## config.mk

```make
export PLATFORM = sky130hd
export DESIGN_NAME = cfg_serial_loader
export DESIGN_NICKNAME = d
export VERILOG_FILES = /design/src/rtl/cfg_loader_pkg.sv /design/src/rtl/cfg_loader_dp.sv /design/src/rtl/cfg_loader_ctrl.sv /design/src/rtl/cfg_serial_loader.sv
export SDC_FILE = /design/constraint.sdc
export NUM_CORES = 1
export LEC_CHECK = 0
export ABC_AREA = 1
export BUFFER_PORTS_ARGS = -buffer_cell sky130_fd_sc_hd__buf_2
export CELL_PAD_IN_SITES_DETAIL_PLACEMENT = 1
export CELL_PAD_IN_SITES_GLOBAL_PLACEMENT = 1
export CORE_MARGIN = 1.5
export CORE_UTILIZATION = 40
export CTS_CLUSTER_DIAMETER = 40
export DETAILED_ROUTE_END_ITERATION = 8
export GPL_ROUTABILITY_DRIVEN = 0
export PLACE_DENSITY_LB_ADDON = 0.3
export SYNTH_ARGS = -nofsm -noshare
export SYNTH_HDL_FRONTEND = slang
export SYNTH_SLANG_ARGS = --single-unit
```

## constraint.sdc

```tcl
create_clock -name clk -period 2.8 [get_ports clk]
set_input_delay 0.28 -clock clk [delete_from_list [all_inputs] [get_ports clk]]
set_output_delay 0.28 -clock clk [all_outputs]
set_load 0.01 [all_outputs]
```

## src/rtl/cfg_loader_pkg.sv

```systemverilog
package cfg_loader_pkg;
  localparam int WORD_W = 32;
  localparam int EN_BIT = 31;
  localparam int ADDR_W = 21;
  localparam logic [7:0] CMD_STATUS = 8'hA5;
  localparam logic [7:0] CMD_START  = 8'h5A;

  typedef struct packed {
    logic latchHold;  // capture the shifted word into the hold register
    logic writeSlot;  // move the hold register into the current slot
  } strobes_t;
endpackage

```

## src/rtl/cfg_loader_dp.sv

```systemverilog
module cfg_loader_dp
  import cfg_loader_pkg::*;
#(
  parameter int NUM_ADDR   = 8,
  parameter int GAP_CYCLES = 64,
  parameter int SLOT_W     = 4
) (
  input  logic                       clk,
  input  logic                       rstN,
  input  logic                       attn,
  input  logic                       sck,
  input  logic                       sdi,
  input  strobes_t                   strobes,
  input  logic [SLOT_W-1:0]          slot,
  output logic                       frameEnd,
  output logic                       len8,
  output logic                       len32,
  output logic [7:0]                 cmdByte,
  output logic                       dupHit,
  output logic [WORD_W-1:0]          paramWord,
  output logic [NUM_ADDR*WORD_W-1:0] addrFlat
);
  localparam int CNT_W = $clog2(WORD_W + 2);
  localparam int GAP_W = $clog2(GAP_CYCLES + 1);
  localparam logic [CNT_W-1:0] CNT_SAT  = CNT_W'(WORD_W + 1);
  localparam logic [GAP_W-1:0] GAP_LAST = GAP_W'(GAP_CYCLES - 1);

  logic              sckQ, attnQ, sckRise;
  logic [WORD_W-1:0] shiftReg, holdWord, paramReg;
  logic [CNT_W-1:0]  bitCnt;
  logic [GAP_W-1:0]  gapCnt;
  logic [WORD_W-1:0] addrTbl [NUM_ADDR];
  logic [NUM_ADDR-1:0] hitVec;

  assign sckRise  = attn & sck & ~sckQ;
  assign frameEnd = attnQ & ~attn;
  assign len8     = (bitCnt == CNT_W'(8));
  assign len32    = (bitCnt == CNT_W'(WORD_W));
  assign cmdByte  = shiftReg[7:0];

  // Shifter, bit counter and stall timer
  always_ff @(posedge clk or negedge rstN) begin
    if (!rstN) begin
      sckQ     <= 1'b0;
      attnQ    <= 1'b0;
      shiftReg <= '0;
      bitCnt   <= '0;
      gapCnt   <= '0;
    end else begin
      sckQ  <= sck;
      attnQ <= attn;
      if (frameEnd) begin
        bitCnt <= '0;
        gapCnt <= '0;
      end else if (sckRise) begin
        shiftReg <= {shiftReg[WORD_W-2:0], sdi};
        if (bitCnt != CNT_SAT) bitCnt <= bitCnt + 1'b1;
        gapCnt <= '0;
      end else if (attn && bitCnt != '0) begin
        if (gapCnt == GAP_LAST) begin
          bitCnt   <= '0;
          gapCnt   <= '0;
          shiftReg <= '0;
        end else begin
          gapCnt <= gapCnt + 1'b1;
        end
      end
    end
  end

  always_ff @(posedge clk or negedge rstN) begin
    if (!rstN) begin
      holdWord <= '0;
      paramReg <= '0;
    end else begin
      if (strobes.latchHold) holdWord <= shiftReg;
      if (strobes.writeSlot && slot == '0) paramReg <= holdWord;
    end
  end

  assign paramWord = paramReg;

  for (genvar g = 0; g < NUM_ADDR; g++) begin : g_entry
    always_ff @(posedge clk or negedge rstN) begin
      if (!rstN) addrTbl[g] <= '0;
      else if (strobes.writeSlot && slot == SLOT_W'(g + 1)) addrTbl[g] <= holdWord;
    end
    assign addrFlat[g*WORD_W +: WORD_W] = addrTbl[g];
    assign hitVec[g] = holdWord[EN_BIT] & addrTbl[g][EN_BIT]
                     & (addrTbl[g][ADDR_W-1:0] == holdWord[ADDR_W-1:0])
                     & (slot != SLOT_W'(g + 1));
  end

  assign dupHit = |hitVec;

  a_r6_gap_range: assert property (@(posedge clk) disable iff (!rstN)
    gapCnt <= GAP_LAST);
  a_r3_count_sat: assert property (@(posedge clk) disable iff (!rstN)
    bitCnt <= CNT_SAT);
  a_r6_idle_clear: assert property (@(posedge clk) disable iff (!rstN)
    frameEnd |=> bitCnt == '0);
endmodule

```

## src/rtl/cfg_loader_ctrl.sv

```systemverilog
module cfg_loader_ctrl
  import cfg_loader_pkg::*;
#(
  parameter int NUM_ADDR = 8,
  parameter int SLOT_W   = 4
) (
  input  logic              clk,
  input  logic              rstN,
  input  logic              tick,
  input  logic              frameEnd,
  input  logic              len8,
  input  logic              len32,
  input  logic [7:0]        cmdByte,
  input  logic              dupHit,
  output strobes_t          strobes,
  output logic [SLOT_W-1:0] slot,
  output logic              sdo,
  output logic              writeMode,
  output logic              startPulse,
  output logic              errFlag
);
  localparam logic [SLOT_W-1:0] ALL_DONE = SLOT_W'(NUM_ADDR + 1);

  logic busy, statusValid;
  logic batchIn, startCmd, statusCmd, process, reject;
  logic [SLOT_W-1:0] slotCnt;

  always_comb begin
    batchIn   = frameEnd & len32 & writeMode & ~busy & (slotCnt != ALL_DONE);
    startCmd  = frameEnd & len8 & (cmdByte == CMD_START) & writeMode & ~busy
              & (slotCnt == ALL_DONE);
    statusCmd = frameEnd & len8 & (cmdByte == CMD_STATUS);
    process   = tick & busy;
    reject    = process & (slotCnt != '0) & dupHit;
    strobes.latchHold = batchIn;
    strobes.writeSlot = process & ~reject;
  end

  always_ff @(posedge clk or negedge rstN) begin
    if (!rstN) begin
      busy        <= 1'b0;
      slotCnt     <= '0;
      errFlag     <= 1'b0;
      startPulse  <= 1'b0;
      writeMode   <= 1'b1;
      statusValid <= 1'b0;
    end else begin
      if (batchIn)      busy <= 1'b1;
      else if (process) busy <= 1'b0;
      if (strobes.writeSlot) slotCnt <= slotCnt + 1'b1;
      if (reject) errFlag <= 1'b1;
      startPulse <= startCmd;
      if (startCmd) writeMode <= 1'b0;
      if (frameEnd) statusValid <= statusCmd;
    end
  end

  assign slot = slotCnt;
  assign sdo  = statusValid & ~busy;

  a_r8_start_leaves: assert property (@(posedge clk) disable iff (!rstN)
    startPulse |-> !writeMode);
  a_r8_single_pulse: assert property (@(posedge clk) disable iff (!rstN)
    startPulse |=> !startPulse);
  a_r4_hold_busy: assert property (@(posedge clk) disable iff (!rstN)
    (busy && !tick) |=> busy);
  a_r9_frozen: assert property (@(posedge clk) disable iff (!rstN)
    !writeMode |=> ($stable(slotCnt) && !busy));
  a_r7_err_sticky: assert property (@(posedge clk) disable iff (!rstN)
    errFlag |=> errFlag);
  a_r2_slot_range: assert property (@(posedge clk) disable iff (!rstN)
    slotCnt <= ALL_DONE);
endmodule

```

## src/rtl/cfg_serial_loader.sv

```systemverilog
module cfg_serial_loader
  import cfg_loader_pkg::*;
#(
  parameter int NUM_ADDR   = 8,
  parameter int GAP_CYCLES = 64
) (
  input  logic                       clk,
  input  logic                       rstN,
  input  logic                       attn,
  input  logic                       sck,
  input  logic                       sdi,
  input  logic                       tick,
  output logic                       sdo,
  output logic [WORD_W-1:0]          paramWord,
  output logic [NUM_ADDR*WORD_W-1:0] addrTable,
  output logic                       startPulse,
  output logic                       writeMode,
  output logic                       errFlag
);
  localparam int SLOT_W = $clog2(NUM_ADDR + 2);

  strobes_t          strobes;
  logic [SLOT_W-1:0] slot;
  logic              frameEnd, len8, len32, dupHit;
  logic [7:0]        cmdByte;

  cfg_loader_dp #(.NUM_ADDR(NUM_ADDR), .GAP_CYCLES(GAP_CYCLES), .SLOT_W(SLOT_W)) u_dp (
    .clk(clk), .rstN(rstN), .attn(attn), .sck(sck), .sdi(sdi),
    .strobes(strobes), .slot(slot),
    .frameEnd(frameEnd), .len8(len8), .len32(len32), .cmdByte(cmdByte),
    .dupHit(dupHit), .paramWord(paramWord), .addrFlat(addrTable)
  );

  cfg_loader_ctrl #(.NUM_ADDR(NUM_ADDR), .SLOT_W(SLOT_W)) u_ctrl (
    .clk(clk), .rstN(rstN), .tick(tick),
    .frameEnd(frameEnd), .len8(len8), .len32(len32), .cmdByte(cmdByte),
    .dupHit(dupHit), .strobes(strobes), .slot(slot), .sdo(sdo),
    .writeMode(writeMode), .startPulse(startPulse), .errFlag(errFlag)
  );
endmodule

```

; ---- After elaboration in Yosys (flattened, before gate mapping)
; Cells that the tools add are included.
[classes]
addsub = 3
eq_ne = 33
mux = 14
n_bitwise = 47
n_reduce_logical = 21
[ops]
columns = op, n
row1 = 21-bit equality test, 8
row2 = 32-bit 2-to-1 mux, 3
row3 = 1-bit AND, 42
row4 = 6-bit 2-to-1 mux, 5
row5 = 7-bit 2-to-1 mux, 4
row6 = "4-bit by 3-bit equality test with 1-bit output, second input constant", 4
row7 = "4-bit by 3-bit inequality test with 1-bit output, second input constant", 4
row8 = 1-bit logical AND, 10
row9 = "4-bit by 2-bit equality test with 1-bit output, second input constant", 2
row10 = "4-bit equality test, second input constant", 2
row11 = "8-bit by 7-bit equality test with 1-bit output, second input constant", 1
row12 = "8-bit equality test, second input constant", 1
row13 = "4-bit by 2-bit inequality test with 1-bit output, second input constant", 2
row14 = "4-bit inequality test, second input constant", 2
row15 = 8-bit OR reduction, 1
row16 = "7-bit by 1-bit adder with 7-bit output, second input constant", 1
row17 = "7-bit by 6-bit equality test with 1-bit output, second input constant", 1
row18 = "6-bit by 1-bit adder with 6-bit output, second input constant", 1
row19 = "6-bit by 4-bit equality test with 1-bit output, second input constant", 1
row20 = "6-bit equality test, second input constant", 1
row21 = "6-bit inequality test, second input constant", 1
row22 = 3-bit AND reduction, 2
row23 = 2-bit nonzero test, 3
row24 = 3-bit nonzero test, 2
row25 = 9 further kinds, 14
[totals]
reg_bits = 376
inputBits = 6
out_inout_bits = 292
word_cells = 139

; ---- Longest topological paths before layout
[logic_depth]
word_depth = 8
mapped_depth = 18
ltp_nobuf = 16

; ---- Modules after synthesis
; A second synthesis with hierarchy kept.
[hier_totals]
cells_unflattened = 2142
hier_area_um2 = 17192.7
[by_module_without_submodules]
columns = mod, instances, cells_per_inst, area_per_inst_um2, seq_area_each_um2
row1 = cfg_loader_dp, 1, 2054, 16589.7, 9183.8
row2 = cfg_loader_ctrl, 1, 88, 603.1, 226.5

; ---- Least setup slack after synthesis
; OpenSTA, ideal clock, no wires.
[synth_timing]
kind = flip-flop to flip-flop
startpoint = reg u_ctrl.slotCnt[0], in the netlist u_ctrl.slot[0]
endpoint = reg u_dp.addrTbl, in the netlist u_dp.addrFlat[245]
setup_time_ns = 0.125
arrival_time_ns = 1.996
slack_ns = 0.679
path_stages_with_launch = 18
synth_period_minus_slack_ns = 2.121
cell_sequence = dfrtp_1 inv_1 ha_1 inv_1 nor2_2 nor2_1 nand2_1 nor2_1 nand3_1 nand2_1 nor2_1 nand2_2 nand2_4 buf_12 nand3_4 buf_6 nand2_1 o21ai_2
[synth_via]
elab_chain_cells = 7
word_cells_on_any_way = 24
cone_classes = 9 x eq/ne / 12 x bitwise / 3 x reduce/logical
[synth_lines]
columns = item, line
row1 = from (decl), cfg_loader_ctrl.sv:26  ; logic [SLOT_W-1:0] slotCnt;
row2 = from (signal assigned), cfg_loader_ctrl.sv:50  ; if (strobes.writeSlot) slotCnt <= slotCnt + 1'b1;
row3 = 4-bit by 1-bit inequality test with 1-bit output (tied with other cells), cfg_loader_dp.sv:91  ; & (slot != SLOT_W'(g + 1));
row4 = 1-bit AND, cfg_loader_dp.sv:91
row5 = 8-bit OR reduction, cfg_loader_dp.sv:94  ; assign dupHit = |hitVec;
row6 = 1-bit AND, cfg_loader_ctrl.sv:34  ; reject = process & (slotCnt != '0) & dupHit;
row7 = 1-bit inverter, cfg_loader_ctrl.sv:36  ; strobes.writeSlot = process & ~reject;
row8 = 1-bit AND, cfg_loader_ctrl.sv:36
row9 = 1-bit logical AND *, cfg_loader_dp.sv:86  ; else if (strobes.writeSlot && slot == SLOT_W'(g + 1)) addrTbl[g] <= holdWord;
row10 = "to (signal, indexed assignment)", cfg_loader_dp.sv:86
row11 = to (decl), cfg_loader_dp.sv:32  ; logic [WORD_W-1:0] addrTbl [NUM_ADDR];
; Mark *: on every way between the ends. The rest lies on a longest branch, timed or not.
; A chain may end at the register's enable or synchronous reset.

; ---- Final worst setup path
[layout_timing]
startpoint = reg u_dp.holdWord[6]
endpoint = reg u_dp.addrTbl, in the netlist u_dp.addrFlat[220]
[layout_via]
elab_chain_cells = 8
word_cells_on_any_way = 29
cone_classes = 8 x eq/ne / 19 x bitwise / 2 x reduce/logical
[layout_lines]
columns = item, line
row1 = from (decl), cfg_loader_dp.sv:29  ; logic [WORD_W-1:0] shiftReg, holdWord, paramReg;
row2 = from (signal assigned), cfg_loader_dp.sv:76  ; if (strobes.latchHold) holdWord <= shiftReg;
row3 = 21-bit equality test, cfg_loader_dp.sv:90  ; & (addrTbl[g][ADDR_W-1:0] == holdWord[ADDR_W-1:0])
row4 = 1-bit AND, cfg_loader_dp.sv:90
row5 = 1-bit AND, cfg_loader_dp.sv:91
row6 = 8-bit OR reduction *, cfg_loader_dp.sv:94
row7 = 1-bit AND *, cfg_loader_ctrl.sv:34
row8 = 1-bit inverter *, cfg_loader_ctrl.sv:36
row9 = 1-bit AND *, cfg_loader_ctrl.sv:36
row10 = 1-bit logical AND *, cfg_loader_dp.sv:86
; Marks and branches as above.

==> results.sh <==
export IMPL_finalMaxSlewViolations=0
export IMPL_htreeDepth=2
export IMPL_core_area_um2=44030
export IMPL_grt_max_degree=66
export IMPL_cap_violations=0
export IMPL_clock_latency_ns=0.61
export IMPL_pwr_share_clk_pct=46.8
export IMPL_crit_start="u_dp.holdWord[6]"
export IMPL_hpwl_mm=47.37
export IMPL_rsz0062_at_grt="false"
export IMPL_cts_buffers=58
export IMPL_p_int_mw=11.65
export IMPL_gr_total_overflow=0
export IMPL_outcome="completed"
export IMPL_synth_cells=2071
export IMPL_p_leak_nw=11.24
export IMPL_final_core_util_pct=50.43
export IMPL_worstSetupPathType="reg -> reg"
export IMPL_r2r_start="u_dp.holdWord[6]"
export IMPL_die_w_um=213.8
export IMPL_required_ns=3.24
export IMPL_port_buffers=297
export IMPL_post_cts_buffers=0
export IMPL_startpoint_type="flop"
export IMPL_synth_seq_cells=376
export IMPL_cp_arrival_ns=3.09
export IMPL_syn_to_final_growth_pct=24.87
export IMPL_clkSinkCount=376
export IMPL_synth_nets=2085
export IMPL_hold_violations=0
export IMPL_via_per_inst=5.177
export IMPL_reg2reg_to="u_dp.addrFlat[220]"
export IMPL_syn_area_per_cell_um2=8.586
export IMPL_drc_errors=0
export IMPL_reg2reg_slack_ns=0.14
export IMPL_drive_above_1_share_pct=26.05
export IMPL_r2r_cells=16
export IMPL_drt_total_wl_mm=65.95
export IMPL_antenna_found_initial=0
export IMPL_die_h_um=213.8
export IMPL_n_antenna_cell=0
export IMPL_drt_iter0_drc=1190
export IMPL_grt_pass1_wl_mm=99.55
export IMPL_initial_utilization_pct=40.38
export IMPL_tightest_slew_ns=0.6955
export IMPL_fin_crit_ns=2.658
export IMPL_skew_ns=0.02106
export IMPL_setup_viol=0
export IMPL_swShare_pct=30.97
export IMPL_synth_seq_area_share_pct=52.92
export IMPL_ys_types=35
export IMPL_p_seq_share_pct=35.1
export IMPL_pin_count=298
export IMPL_critPathMaxFanout=24
export IMPL_finalSetupTns_ns=0
export IMPL_wl_per_cell_um=21.69
export IMPL_peakVddDrop_mv=0.4226
export IMPL_cp_end_kind="flop"
export IMPL_cts_root_buf="clkbuf_16"
export IMPL_power_frac_comb_pct=18.1
export IMPL_timing_slew_headroom_pct=53.63
export IMPL_grt_pass1_vias=16520
export IMPL_hold_path_class="in -> async"
export IMPL_power_density_nw_per_um2=759.9
export IMPL_period_share_pct=94.92
export IMPL_tritoncts="built"
export IMPL_rows=77
export IMPL_endpoint="u_dp.addrFlat[220]"
export IMPL_switchingPower_mw=5.225
export IMPL_die_area_um2=45730
export IMPL_syn_area_um2=17780
export IMPL_grt_util_all_layers_pct=29.09
export IMPL_cts_max_path_buffers=3
export IMPL_ant_nets=0
export IMPL_dr_pass1_iters=5
export IMPL_vias=15740
export IMPL_path_clk_slew_ns=0.06
export IMPL_ys_warn_count=0
export IMPL_fmax_mhz=376.3
export IMPL_finalNetCount=2414
## per-layer routing
metal,vias up,GRT usage (%),share of wire (%)
met5,-,0,0
met4,0,11.36,3.6
met3,125,7.001,6.4
met2,454,49.31,49
met1,7929,35.76,41
li1,7235,-,-
## layout make-up
type,instances,area [um^2]
fill,5261,21830
sequential,376,9412
multi-input combinational,1375,6615
timing repair buffer,381,2477
clock buffer,70,1590
inverter,208,820.8
tap,592,740.7
clock inverter,39,546.8
## timing repair
item                                    in CTS  in global routing
hold buffers                                 5                  0
hold endpoints to repair                    63                  0
resized for setup                            0                  4
endpoints found under the setup margin       0                 12
## cell usage in the layout, fill, tap and decap left out, types with 2 or more instances in the layout
cell	Yosys	final
a21oi_1	8	8
buf_12	1	27
buf_2	13	296
buf_4	8	52
bufinv_16	0	11
clkbuf_1	28	6
clkbuf_16	0	61
clkbuf_8	0	3
clkinv_2	0	5
clkinv_4	0	10
clkinvlp_4	0	8
dfrtp_1	375	374
dlygate4sd3_1	0	5
ha_1	8	8
inv_1	188	188
inv_2	6	5
inv_4	13	14
inv_6	1	6
nand2_1	713	713
nand2_2	3	3
nand3_1	33	32
nand3_2	1	2
nand3_4	8	8
nand4_1	6	6
nor2_1	130	129
nor2_2	6	7
nor3_1	8	8
nor3b_1	2	2
nor4_1	3	3
o21ai_0	176	176
o21ai_1	92	91
o21ai_2	114	115
o22ai_1	32	32
xnor2_1	17	17
xor2_1	10	10
## synth_stat cells
cell type / instances / area share [%]
o21ai_2: 114 / 5.6
nor2_1: 130 / 2.7
ha_1: 8 / 0.56
inv_4: 13 / 0.46
xnor2_1: 17 / 0.84
nand3_1: 33 / 0.93
nand2_1: 713 / 15
o21a_1: 1 / 0.042
nand4_1: 6 / 0.21
o32ai_1: 1 / 0.049
dfrtp_1: 375 / 53
xor2_1: 10 / 0.49
o21ai_0: 176 / 5.0
and3_1: 1 / 0.035
buf_12: 1 / 0.11
o22ai_1: 32 / 1.1
buf_4: 8 / 0.34
nand3_2: 1 / 0.056
nand3_4: 8 / 0.79
inv_1: 188 / 4.0
nor3_1: 8 / 0.23
inv_2: 6 / 0.13
nor4_1: 3 / 0.11
o21ai_1: 92 / 2.6
buf_6: 62 / 3.9
nor2_2: 6 / 0.21
nand2_4: 1 / 0.063
a21oi_1: 8 / 0.23
nor3b_1: 2 / 0.084
inv_6: 1 / 0.049
or2_2: 1 / 0.035
clkbuf_1: 28 / 0.59
nand2_2: 3 / 0.11
buf_2: 13 / 0.37
dfstp_2: 1 / 0.15
## stage by stage
step / setup WS [ns] / cells / area (um^2) / power (mW) / hold WS (ns)
floorplan: 0.6791 / 2071 / 17780 / 7.815 / -0.01559
global placement: 0.2228 / 2927 / 20010 / 8.912 / 0.2888
detailed placement: 0.1802 / 2927 / 20010 / 9.018 / 0.3010
CTS: 0.1158 / 3041 / 22200 / 16.95 / 0.2687
global route: 0.002638 / 3041 / 22200 / 17.50 / 0.2673
finish: 0.1422 / 3041 / 22200 / 16.87 / 0.2531
## how the worst min path moves through the flow
stage	from	to	depth (start not counted)
after global routing	rstN	u_dp.paramWord[10]	2
final	rstN	u_dp.paramWord[10]	2
after floorplan	rstN	u_ctrl.busy	0
after CTS	rstN	u_dp.paramWord[10]	2
after detailed placement	rstN	u_dp.paramWord[10]	1
after global placement	rstN	u_dp.paramWord[10]	1
## critical path, cell delays in order (launching register included)
cell     delay (ns)
dfrtp_1        0.39
inv_1          0.29
buf_4          0.21
nand2_1        0.06
nand2_1        0.07
nor2_1         0.04
nand2_1        0.12
nor2_1         0.08
nand3_2        0.07
nand2_1        0.09
nor2_1         0.16
nand2_2        0.09
nand2_4        0.24
nand3_4        0.16
buf_12         0.19
nand2_1        0.08
o21ai_0        0.12
## sequential cells by signal (all words and copies together) (netlist names)
register and flops:
u_ctrl.writeMode 1, u_ctrl.busy 1, u_ctrl.statusValid 1, u_dp.paramWord 32
u_ctrl.errFlag 1, u_ctrl.startPulse 1, u_dp.addrFlat 256, u_dp.attnQ 1
u_dp.bitCnt 6, u_ctrl.slot 4, u_dp.holdWord 32, u_dp.gapCnt 7
u_dp.sckQ 1, u_dp.shiftReg 32
## kinds of logic after synthesis
logic type / share of synthesized area (%)
fa+ha+maj: 0.5630
compound gates: 14.60
flops: 52.92
xor+xnor: 1.330
simple gates: 20.65
buf+inv: 9.936
## power groups by stage
stage	clock network (mW)	logic, mW	registers [mW]
after global placement	0	2.92	5.99
after detailed placement	0	3.01	6.01
after CTS	7.99	3.05	5.92
after global routing	8.23	3.31	5.95
after floorplan	0	1.91	5.90
final	7.89	3.05	5.92
(Power assumes the default switching activity.)
